## src/rtl/iwin_pkg.sv

```systemverilog
package iwin_pkg;

  localparam int unsigned DATA_W = 32;
  localparam int unsigned OFF_W  = 5;

  localparam logic [OFF_W-1:0] OFF_ADDR = 5'h00;
  localparam logic [OFF_W-1:0] OFF_DATA = 5'h04;

  // region code doubles as the reject cause code
  typedef enum logic [1:0] {
    RGN_REG     = 2'b00,
    RGN_UNDEF   = 2'b01,
    RGN_FLASH   = 2'b10,
    RGN_UNKNOWN = 2'b11
  } region_e;

  typedef enum logic [1:0] {
    SRC_ZERO  = 2'b00,
    SRC_LATCH = 2'b01,
    SRC_RFILE = 2'b10
  } rsp_src_e;

endpackage

```

## src/rtl/iwin_port_decode.sv

```systemverilog
module iwin_port_decode #(
  parameter int unsigned OFF_W = 5,
  parameter logic [OFF_W-1:0] ADDR_OFFSET = '0,
  parameter logic [OFF_W-1:0] DATA_OFFSET = OFF_W'(4)
) (
  input  logic [OFF_W-1:0] offset,
  output logic             hit_addr,
  output logic             hit_data
);
  always_comb begin
    hit_addr = (offset == ADDR_OFFSET);
    hit_data = (offset == DATA_OFFSET);
  end
endmodule

```

## src/rtl/iwin_classify.sv

```systemverilog
module iwin_classify
  import iwin_pkg::*;
#(
  parameter int unsigned    ADDR_W     = 32,
  parameter logic [ADDR_W-1:0] REG_END   = ADDR_W'(32'h0001_FFFF),
  parameter logic [ADDR_W-1:0] UNDEF_END = ADDR_W'(32'h0007_FFFF),
  parameter logic [ADDR_W-1:0] FLASH_END = ADDR_W'(32'h000F_FFFF)
) (
  input  logic [ADDR_W-1:0] target,
  output region_e           region
);
  always_comb begin
    if (target < REG_END)        region = RGN_REG;
    else if (target < UNDEF_END) region = RGN_UNDEF;
    else if (target < FLASH_END) region = RGN_FLASH;
    else                         region = RGN_UNKNOWN;
  end
endmodule

```

## src/rtl/iwin_regfile.sv

```systemverilog
module iwin_regfile #(
  parameter int unsigned DEPTH  = 64,
  parameter int unsigned DATA_W = 32,
  localparam int unsigned IDX_W = $clog2(DEPTH)
) (
  input  logic              clk,
  input  logic              rst,
  input  logic              wr_en,
  input  logic              rd_en,
  input  logic [IDX_W-1:0]  idx,
  input  logic [DATA_W-1:0] wdata,
  output logic [DATA_W-1:0] rdata
);
  logic [DATA_W-1:0] mem [DEPTH];

  always_ff @(posedge clk) begin
    if (rst) begin
      for (int i = 0; i < DEPTH; i++) mem[i] <= '0;
    end else if (wr_en) begin
      mem[idx] <= wdata;
    end
  end

  always_ff @(posedge clk) begin
    if (rst)        rdata <= '0;
    else if (rd_en) rdata <= mem[idx];
  end
endmodule

```

## src/rtl/indirect_window.sv

```systemverilog
module indirect_window
  import iwin_pkg::*;
#(
  parameter int unsigned RF_DEPTH = 64
) (
  input  logic        clk,
  input  logic        rst,
  input  logic        host_valid,
  output logic        host_ready,
  input  logic        host_write,
  input  logic [4:0]  host_addr,
  input  logic [31:0] host_wdata,
  output logic        rsp_valid,
  output logic [31:0] rsp_rdata,
  output logic [1:0]  reject_cause
);
  localparam int unsigned IDX_W = $clog2(RF_DEPTH);

  logic              accept;
  logic              hit_addr, hit_data;
  logic [DATA_W-1:0] addr_latch;
  region_e           region;
  logic              fwd, refuse;
  logic [DATA_W-1:0] rf_q;
  rsp_src_e          rsp_src;
  logic [DATA_W-1:0] latch_snap;

  assign accept = host_valid && host_ready;

  iwin_port_decode #(
    .OFF_W(OFF_W), .ADDR_OFFSET(OFF_ADDR), .DATA_OFFSET(OFF_DATA)
  ) u_dec (
    .offset(host_addr), .hit_addr(hit_addr), .hit_data(hit_data)
  );

  iwin_classify #(.ADDR_W(DATA_W)) u_cls (
    .target(addr_latch), .region(region)
  );

  assign fwd    = accept && hit_data && (region == RGN_REG);
  assign refuse = accept && hit_data && (region != RGN_REG);

  iwin_regfile #(.DEPTH(RF_DEPTH), .DATA_W(DATA_W)) u_rf (
    .clk(clk), .rst(rst),
    .wr_en(fwd && host_write),
    .rd_en(fwd && !host_write),
    .idx(addr_latch[IDX_W+1:2]),
    .wdata(host_wdata),
    .rdata(rf_q)
  );

  // host side handshake: ready is a registered copy of "out of reset"
  always_ff @(posedge clk) begin
    if (rst) host_ready <= 1'b0;
    else     host_ready <= 1'b1;
  end

  // address latch and sticky reject cause
  always_ff @(posedge clk) begin
    if (rst) begin
      addr_latch   <= '0;
      reject_cause <= RGN_REG;
    end else if (accept && hit_addr && host_write) begin
      addr_latch   <= host_wdata;
      reject_cause <= RGN_REG;
    end else if (refuse) begin
      reject_cause <= region;
    end
  end

  // response stage
  always_ff @(posedge clk) begin
    if (rst) begin
      rsp_valid  <= 1'b0;
      rsp_src    <= SRC_ZERO;
      latch_snap <= '0;
    end else begin
      rsp_valid <= accept;
      if (accept) begin
        latch_snap <= addr_latch;
        if (host_write)    rsp_src <= SRC_ZERO;
        else if (hit_addr) rsp_src <= SRC_LATCH;
        else if (fwd)      rsp_src <= SRC_RFILE;
        else               rsp_src <= SRC_ZERO;
      end
    end
  end

  always_comb begin
    unique case (rsp_src)
      SRC_LATCH: rsp_rdata = latch_snap;
      SRC_RFILE: rsp_rdata = rf_q;
      default:   rsp_rdata = '0;
    endcase
  end

  // one response per accepted request, in the next cycle
  a_r9_rsp_follows: assert property (@(posedge clk) disable iff (rst)
    accept |=> rsp_valid);
  a_r9_no_spurious: assert property (@(posedge clk) disable iff (rst)
    !accept |=> !rsp_valid);
  // write responses carry zero data
  a_r9_wr_zero: assert property (@(posedge clk) disable iff (rst)
    (accept && host_write) |=> (rsp_rdata == '0));
  // writing the address latch clears the reject cause
  a_r8_clear_on_addr: assert property (@(posedge clk) disable iff (rst)
    (accept && hit_addr && host_write) |=> (reject_cause == 2'b00));
  // latch takes the full written value
  a_r2_latch_load: assert property (@(posedge clk) disable iff (rst)
    (accept && hit_addr && host_write) |=> (addr_latch == $past(host_wdata)));
  // unused offsets read as zero
  a_r3_other_zero: assert property (@(posedge clk) disable iff (rst)
    (accept && !hit_addr && !hit_data) |=> (rsp_rdata == '0));
  // refused data reads return zero and set a nonzero cause
  a_r5_refuse_flag: assert property (@(posedge clk) disable iff (rst)
    refuse |=> (rsp_rdata == '0) && (reject_cause != 2'b00));
  // forwarded accesses leave the cause untouched
  a_r4_fwd_keeps_cause: assert property (@(posedge clk) disable iff (rst)
    fwd |=> $stable(reject_cause));

endmodule

```

## config.mk

```make
export PLATFORM = sky130hd
export DESIGN_NAME = indirect_window
export DESIGN_NICKNAME = d
export VERILOG_FILES = /design/src/rtl/iwin_pkg.sv /design/src/rtl/iwin_port_decode.sv /design/src/rtl/iwin_classify.sv /design/src/rtl/iwin_regfile.sv /design/src/rtl/indirect_window.sv
export SDC_FILE = /design/constraint.sdc
export NUM_CORES = 2
export LEC_CHECK = 0
export ABC_CLOCK_PERIOD_IN_PS = 4100
export BUFFER_PORTS_ARGS = -buffer_cell sky130_fd_sc_hd__buf_4
export CORE_MARGIN = 2
export CORE_UTILIZATION = 40
export CTS_CLUSTER_SIZE = 10
export DETAILED_ROUTE_END_ITERATION = 7
export PLACE_DENSITY_LB_ADDON = 0.08
export SLEW_MARGIN = 25
export SYNTH_ARGS = -nofsm -noshare
export SYNTH_HDL_FRONTEND = slang
export SYNTH_HIERARCHICAL = 1
export SYNTH_SLANG_ARGS = --single-unit
```

## constraint.sdc

```tcl
create_clock -name clk -period 4.1 [get_ports clk]
set_input_delay 0.82 -clock clk [delete_from_list [all_inputs] [get_ports clk]]
set_output_delay 0.82 -clock clk [all_outputs]
set_load 0.03 [all_outputs]
```

# Word-level counts from Yosys, hierarchy flattened
# Memories as Yosys holds them, arrays and structs flattened. A register that Yosys moved wholly into a read port is not among the register bits.
# Index checks and enable logic that the tools add are counted.
[word_totals] register_bits=70 ramBits=2048 inputBits=41 output_inout_bits=36 elab_cells=43 memories=1
[op_classes] order_cmp=3 eq_ne=3 mux=16 n_reduce_logical=14
[memory_table] memory="u_rf.mem" words=64 word_bits=32 rd=1 rd_clocked_by_memory_dff=1 write_ports=64 line="iwin_regfile.sv:14" source="logic [DATA_W-1:0] mem [DEPTH];"
[ops] cell="32-bit one-hot mux with 2 select lines" count=1
[ops] cell="32-bit by 17-bit < comparator with 1-bit output, second input constant" count=1
[ops] cell="32-bit by 19-bit < comparator with 1-bit output, second input constant" count=1
[ops] cell="32-bit by 20-bit < comparator with 1-bit output, second input constant" count=1
[ops] cell="32-bit 2-to-1 mux" count=1
[ops] cell="32-bit OR reduction" count=1
[ops] cell="2-bit 2-to-1 mux" count=5
[ops] cell="1-bit logical AND" count=8
[ops] cell="1-bit 2-to-1 mux" count=8
[ops] cell="6-bit 2-to-1 mux" count=1
[ops] cell="5-bit by 3-bit equality test with 1-bit output, second input constant" count=1
[ops] cell="5-bit logical NOT" count=1
[ops] cell="2-bit by 1-bit equality test with 1-bit output, second input constant" count=1
[ops] cell="2-bit equality test, second input constant" count=1
[ops] cell="2-bit logical NOT" count=1
[ops] cell="2-bit nonzero test" count=1
[ops] cell="2-bit OR reduction" count=1
[ops] cell="1-bit logical NOT" count=1

# Longest topological paths before layout
[depth] ltp_word=12 ltp_mapped=14 ltp_nobuf=12

# By module
# Netlist, hierarchy kept.
[modules_own_cells] module="iwin_regfile" n_inst=1 cells_each=6879 area_per_inst_um2=94677.1 seq_area_each_um2=62139.6
[modules_own_cells] module="indirect_window" n_inst=1 cells_each=383 area_per_inst_um2=2952.8 seq_area_each_um2=1401.3
[modules_own_cells] module="iwin_classify" n_inst=1 cells_each=17 area_per_inst_um2=106.4 seq_area_each_um2=0.0
[modules_own_cells] module="iwin_port_decode" n_inst=1 cells_each=4 area_per_inst_um2=22.5 seq_area_each_um2=0.0

# Worst setup path after synthesis
# No wires, ideal clock.
[synth_path] path_type="input to register" start="input port host_addr[4]" end="memory u_rf.mem[27][0] (enable)" setup_ps=375 arrival_ps=3107 t_required_ps=3725 slack_ps=618 path_stages=9 path_buffers=0 path_cell_list="or4_4 > nor2_1 > nand2_1 > nor4_1 > nor2b_1 > and2_1 > nand2_1 > nor2_1 > or2_2"
[synth_rtl] item="start: declaration" line="indirect_window.sv:11" source="input logic [4:0] host_addr,"
[synth_rtl] item="end: declaration" line="iwin_regfile.sv:14"

==> impl_metrics.env <==
export IMPL_fin_worst_skew_ps=61.9
export IMPL_startpoint_type="register"
export IMPL_post_cts_buffers=0
export IMPL_slew_viol_final=0
export IMPL_synth_avg_cell_area_sq_um=13.4
export IMPL_path_clk_slew_ps=60
export IMPL_comb_power_share_pct=4.4
export IMPL_final_cell_area_sq_um=112000
export IMPL_maxCapViolations=0
export IMPL_wirelength_um=391000
export IMPL_holdWs_ps=228
export IMPL_r2r_slack_ps=80
export IMPL_ys_flop_type="edfxtp_1"
export IMPL_ys_types=80
export IMPL_status="completed"
export IMPL_wl_met1_um=160000
export IMPL_ys_seq_area_share_pct=65.0
export IMPL_hp_start="host_write"
export IMPL_seq_area_sq_um=63600
export IMPL_wl_per_cell_um=36.5
export IMPL_min_period_ps=4020
export IMPL_wl_met3_um=41300
export IMPL_syn2layout_area_growth_pct=14.6
export IMPL_multi_input_area_sq_um=31000
export IMPL_hold_viol_final=0
export IMPL_async_flop_share_pct=0
export IMPL_leakage_nw=39.7
export IMPL_dr_wl_met2_um=173000
export IMPL_drive_above_1_share_pct=18.3
export IMPL_p_sw_mw=10.5
export IMPL_cts_sinks=2150
export IMPL_max_freq_ghz=0.249
export IMPL_dpl_hpwl_um=244000
export IMPL_drt_initial_drc_count=8963
export IMPL_hold_end="rsp_src[0]"
export IMPL_crit_fanout=32
export IMPL_reg2reg_from="addr_latch[16]"
export IMPL_grt_overflow_total=0
export IMPL_power_density_nw_per_um2=414
export IMPL_io_pins=77
export IMPL_worst_pin_slew_ps=1180
export IMPL_die_h_um=498
export IMPL_syn_area_sq_um=97800
export IMPL_placed_area_sq_um=105000
export IMPL_antenna_found_initial=43
export IMPL_intPower_mw=35.9
export IMPL_hold_path_class="in2reg"
export IMPL_arrival_ps=4620
export IMPL_worstSkewPairLatency_ps=920
export IMPL_clk_path_buf_depth=3
export IMPL_cts_inserted_buffers=241
export IMPL_vdd_drop_max_mv=0.427
export IMPL_worstRegToRegCells=14
export IMPL_viasPerCell=6.09
export IMPL_end_kind="register"
export IMPL_clock_power_share_pct=42.0
export IMPL_setup_viol=0
export IMPL_final_cell_mix="2051 x and2_1, 2048 x edfxtp_1, 497 x buf_4, 261 x a221oi_1, 243 x clkbuf_16"
export IMPL_place_congestion=0.937
export IMPL_fillCellCount=21500
export IMPL_postRouteAntennaNets=0
export IMPL_grt_pass1_vias=62700
export IMPL_synth_seq_cells=2150
export IMPL_power_mw=46.4
export IMPL_die_area_sq_um=248000
export IMPL_dp_cells=10400
export IMPL_yosys_warnings=6
export IMPL_hold_depth=3
export IMPL_worstSetupPathType="reg2reg"
export IMPL_slew_headroom_pct=21.2
export IMPL_grt_max_degree=108
export IMPL_synth_edf_count=2048
export IMPL_core_area_sq_um=243000
export IMPL_htreeDepth=4
export IMPL_required_ps=4700
export IMPL_rows=181
export IMPL_final_period_utilization_pct=98.0
export IMPL_fin_nets=7437
export IMPL_layout_commonest_cell="and2_1"
export IMPL_fin_cells=10700
export IMPL_synthCells=7283
export IMPL_p_seq_share_pct=53.6
export IMPL_rsz0062_at_grt="false"
export IMPL_cts_root_buf="clkbuf_16"
export IMPL_rr_endpoint="u_rf/mem[0][11]"
export IMPL_synth_nets=7326
export IMPL_sw_frac_of_total_pct=22.7
export IMPL_drc=0
export IMPL_drtPass1Iterations=8
export IMPL_final_util_pct=46.0
export IMPL_grtUsageTotal_pct=30.9
export IMPL_port_buffers=76
export IMPL_fp_dieW_um=498
export IMPL_top_layer="met5"
export IMPL_vias=65300
export IMPL_cts_tree="done"
export IMPL_grt_pass1_wl_um=536000
export IMPL_initial_core_util_pct=40.2
repair_timing:
item,CTS,global route
setup endpoints to repair,13,4
hold buffers,0,0
gates resized for setup,1,1
cells in the mapped netlist (10+ instances only):
cell	number	area share (%)
nand2_1	230	0.88
buf_2	133	0.68
o2bb2ai_1	11	0.099
or2_2	67	0.43
a31oi_1	36	0.23
nand4_1	12	0.077
o22ai_1	110	0.70
nand3_1	23	0.12
a21oi_2	10	0.090
dfxtp_1	102	2.1
a311oi_1	18	0.16
mux2i_1	181	1.9
o21ai_0	79	0.40
a221o_1	43	0.44
mux4_2	97	2.2
a21oi_1	167	0.85
clkbuf_1	516	2.0
buf_6	15	0.17
o221ai_1	20	0.18
nor3_1	17	0.087
edfxtp_1	2048	63
a211oi_1	14	0.11
buf_1	49	0.19
a221oi_1	261	2.3
o22a_1	16	0.14
nor2_1	227	0.87
buf_4	60	0.46
a22oi_1	241	1.9
a22o_1	46	0.41
and2_1	2054	13
o211ai_1	12	0.092
mux2_2	194	2.2
mux2_1	22	0.25
worst max-delay path: stages, from the launching register on:
cell	delay, ps
dfxtp_1	370
nand4_1	140
nor3_2	300
nand4_1	190
nand2_1	90
o221ai_1	220
nor4_2	410
buf_4	170
nor2b_2	450
and2_1	250
nand2_1	130
buf_4	210
nor2_2	290
or2_2	200
buf_12	220
area by class of cell:
cell class                 instances  area share, %
antenna                           21         0.0469
clock buffer                     317           5.69
clock inverter                    30          0.273
inverter                           8         0.0380
multi-input combinational       4349           27.7
sequential                      2150           56.8
tap                             3202           3.58
timing repair buffer             644           5.94
metrics by stage:
stage / TNS [ps] / worst slack (ps)
detailed placement: -906160 / -412
floorplan: 0 / 618
CTS: 0 / 212
global placement: -1016210 / -461
global route: 0 / 79.9
finish: 0 / 81.7
state kept, by name (all words and copies together) (netlist names):
signal / count
reject_cause: 2
u_rf/rdata: 32
rsp_src: 2
addr_latch: 32
latch_snap: 32
rsp_valid: 1
host_ready: 1
u_rf/mem: 2048
layer usage:
layer / vias to the layer above / global-route usage [%]
met5: - / 0
met4: 12 / 11.4
met3: 605 / 7.46
met2: 3733 / 46.6
met1: 34000 / 43.3
li1: 26900 / -
how the worst max path moves through the flow:
stage | startpoint | end | slack, ps | cells past startpoint
after floorplan | host_addr[4] | u_rf/mem[27][0] | 620 | 9
after global placement | host_addr[4] | u_rf/mem[0][6] | -460 | 13
after detailed placement | host_addr[4] | u_rf/mem[0][4] | -410 | 13
after CTS | addr_latch[16] | u_rf/mem[16][17] | 210 | 14
after global routing | addr_latch[16] | u_rf/mem[16][17] | 80 | 14
final | addr_latch[16] | u_rf/mem[0][11] | 80 | 14
power by group through the flow:
stage               registers, mW  clock network, mW  logic [mW]
detailed placement           25.3                  0        2.03
global route                 24.9               20.5        2.09
finish                       24.9               19.5        2.05
CTS                          24.9               19.7        2.03
floorplan                    25.3                  0       0.834
global placement             25.3                  0        2.02
cell families after synthesis:
group           Yosys count  share of synthesized area, %
simple gates           2693                          16.1
compound gates         1160                          8.76
fa+ha+maj                 2                        0.0256
flops                  2150                          65.0
mux                     494                          6.58
buf+inv                 784                          3.56
Power figures use the tool's default switching activity.
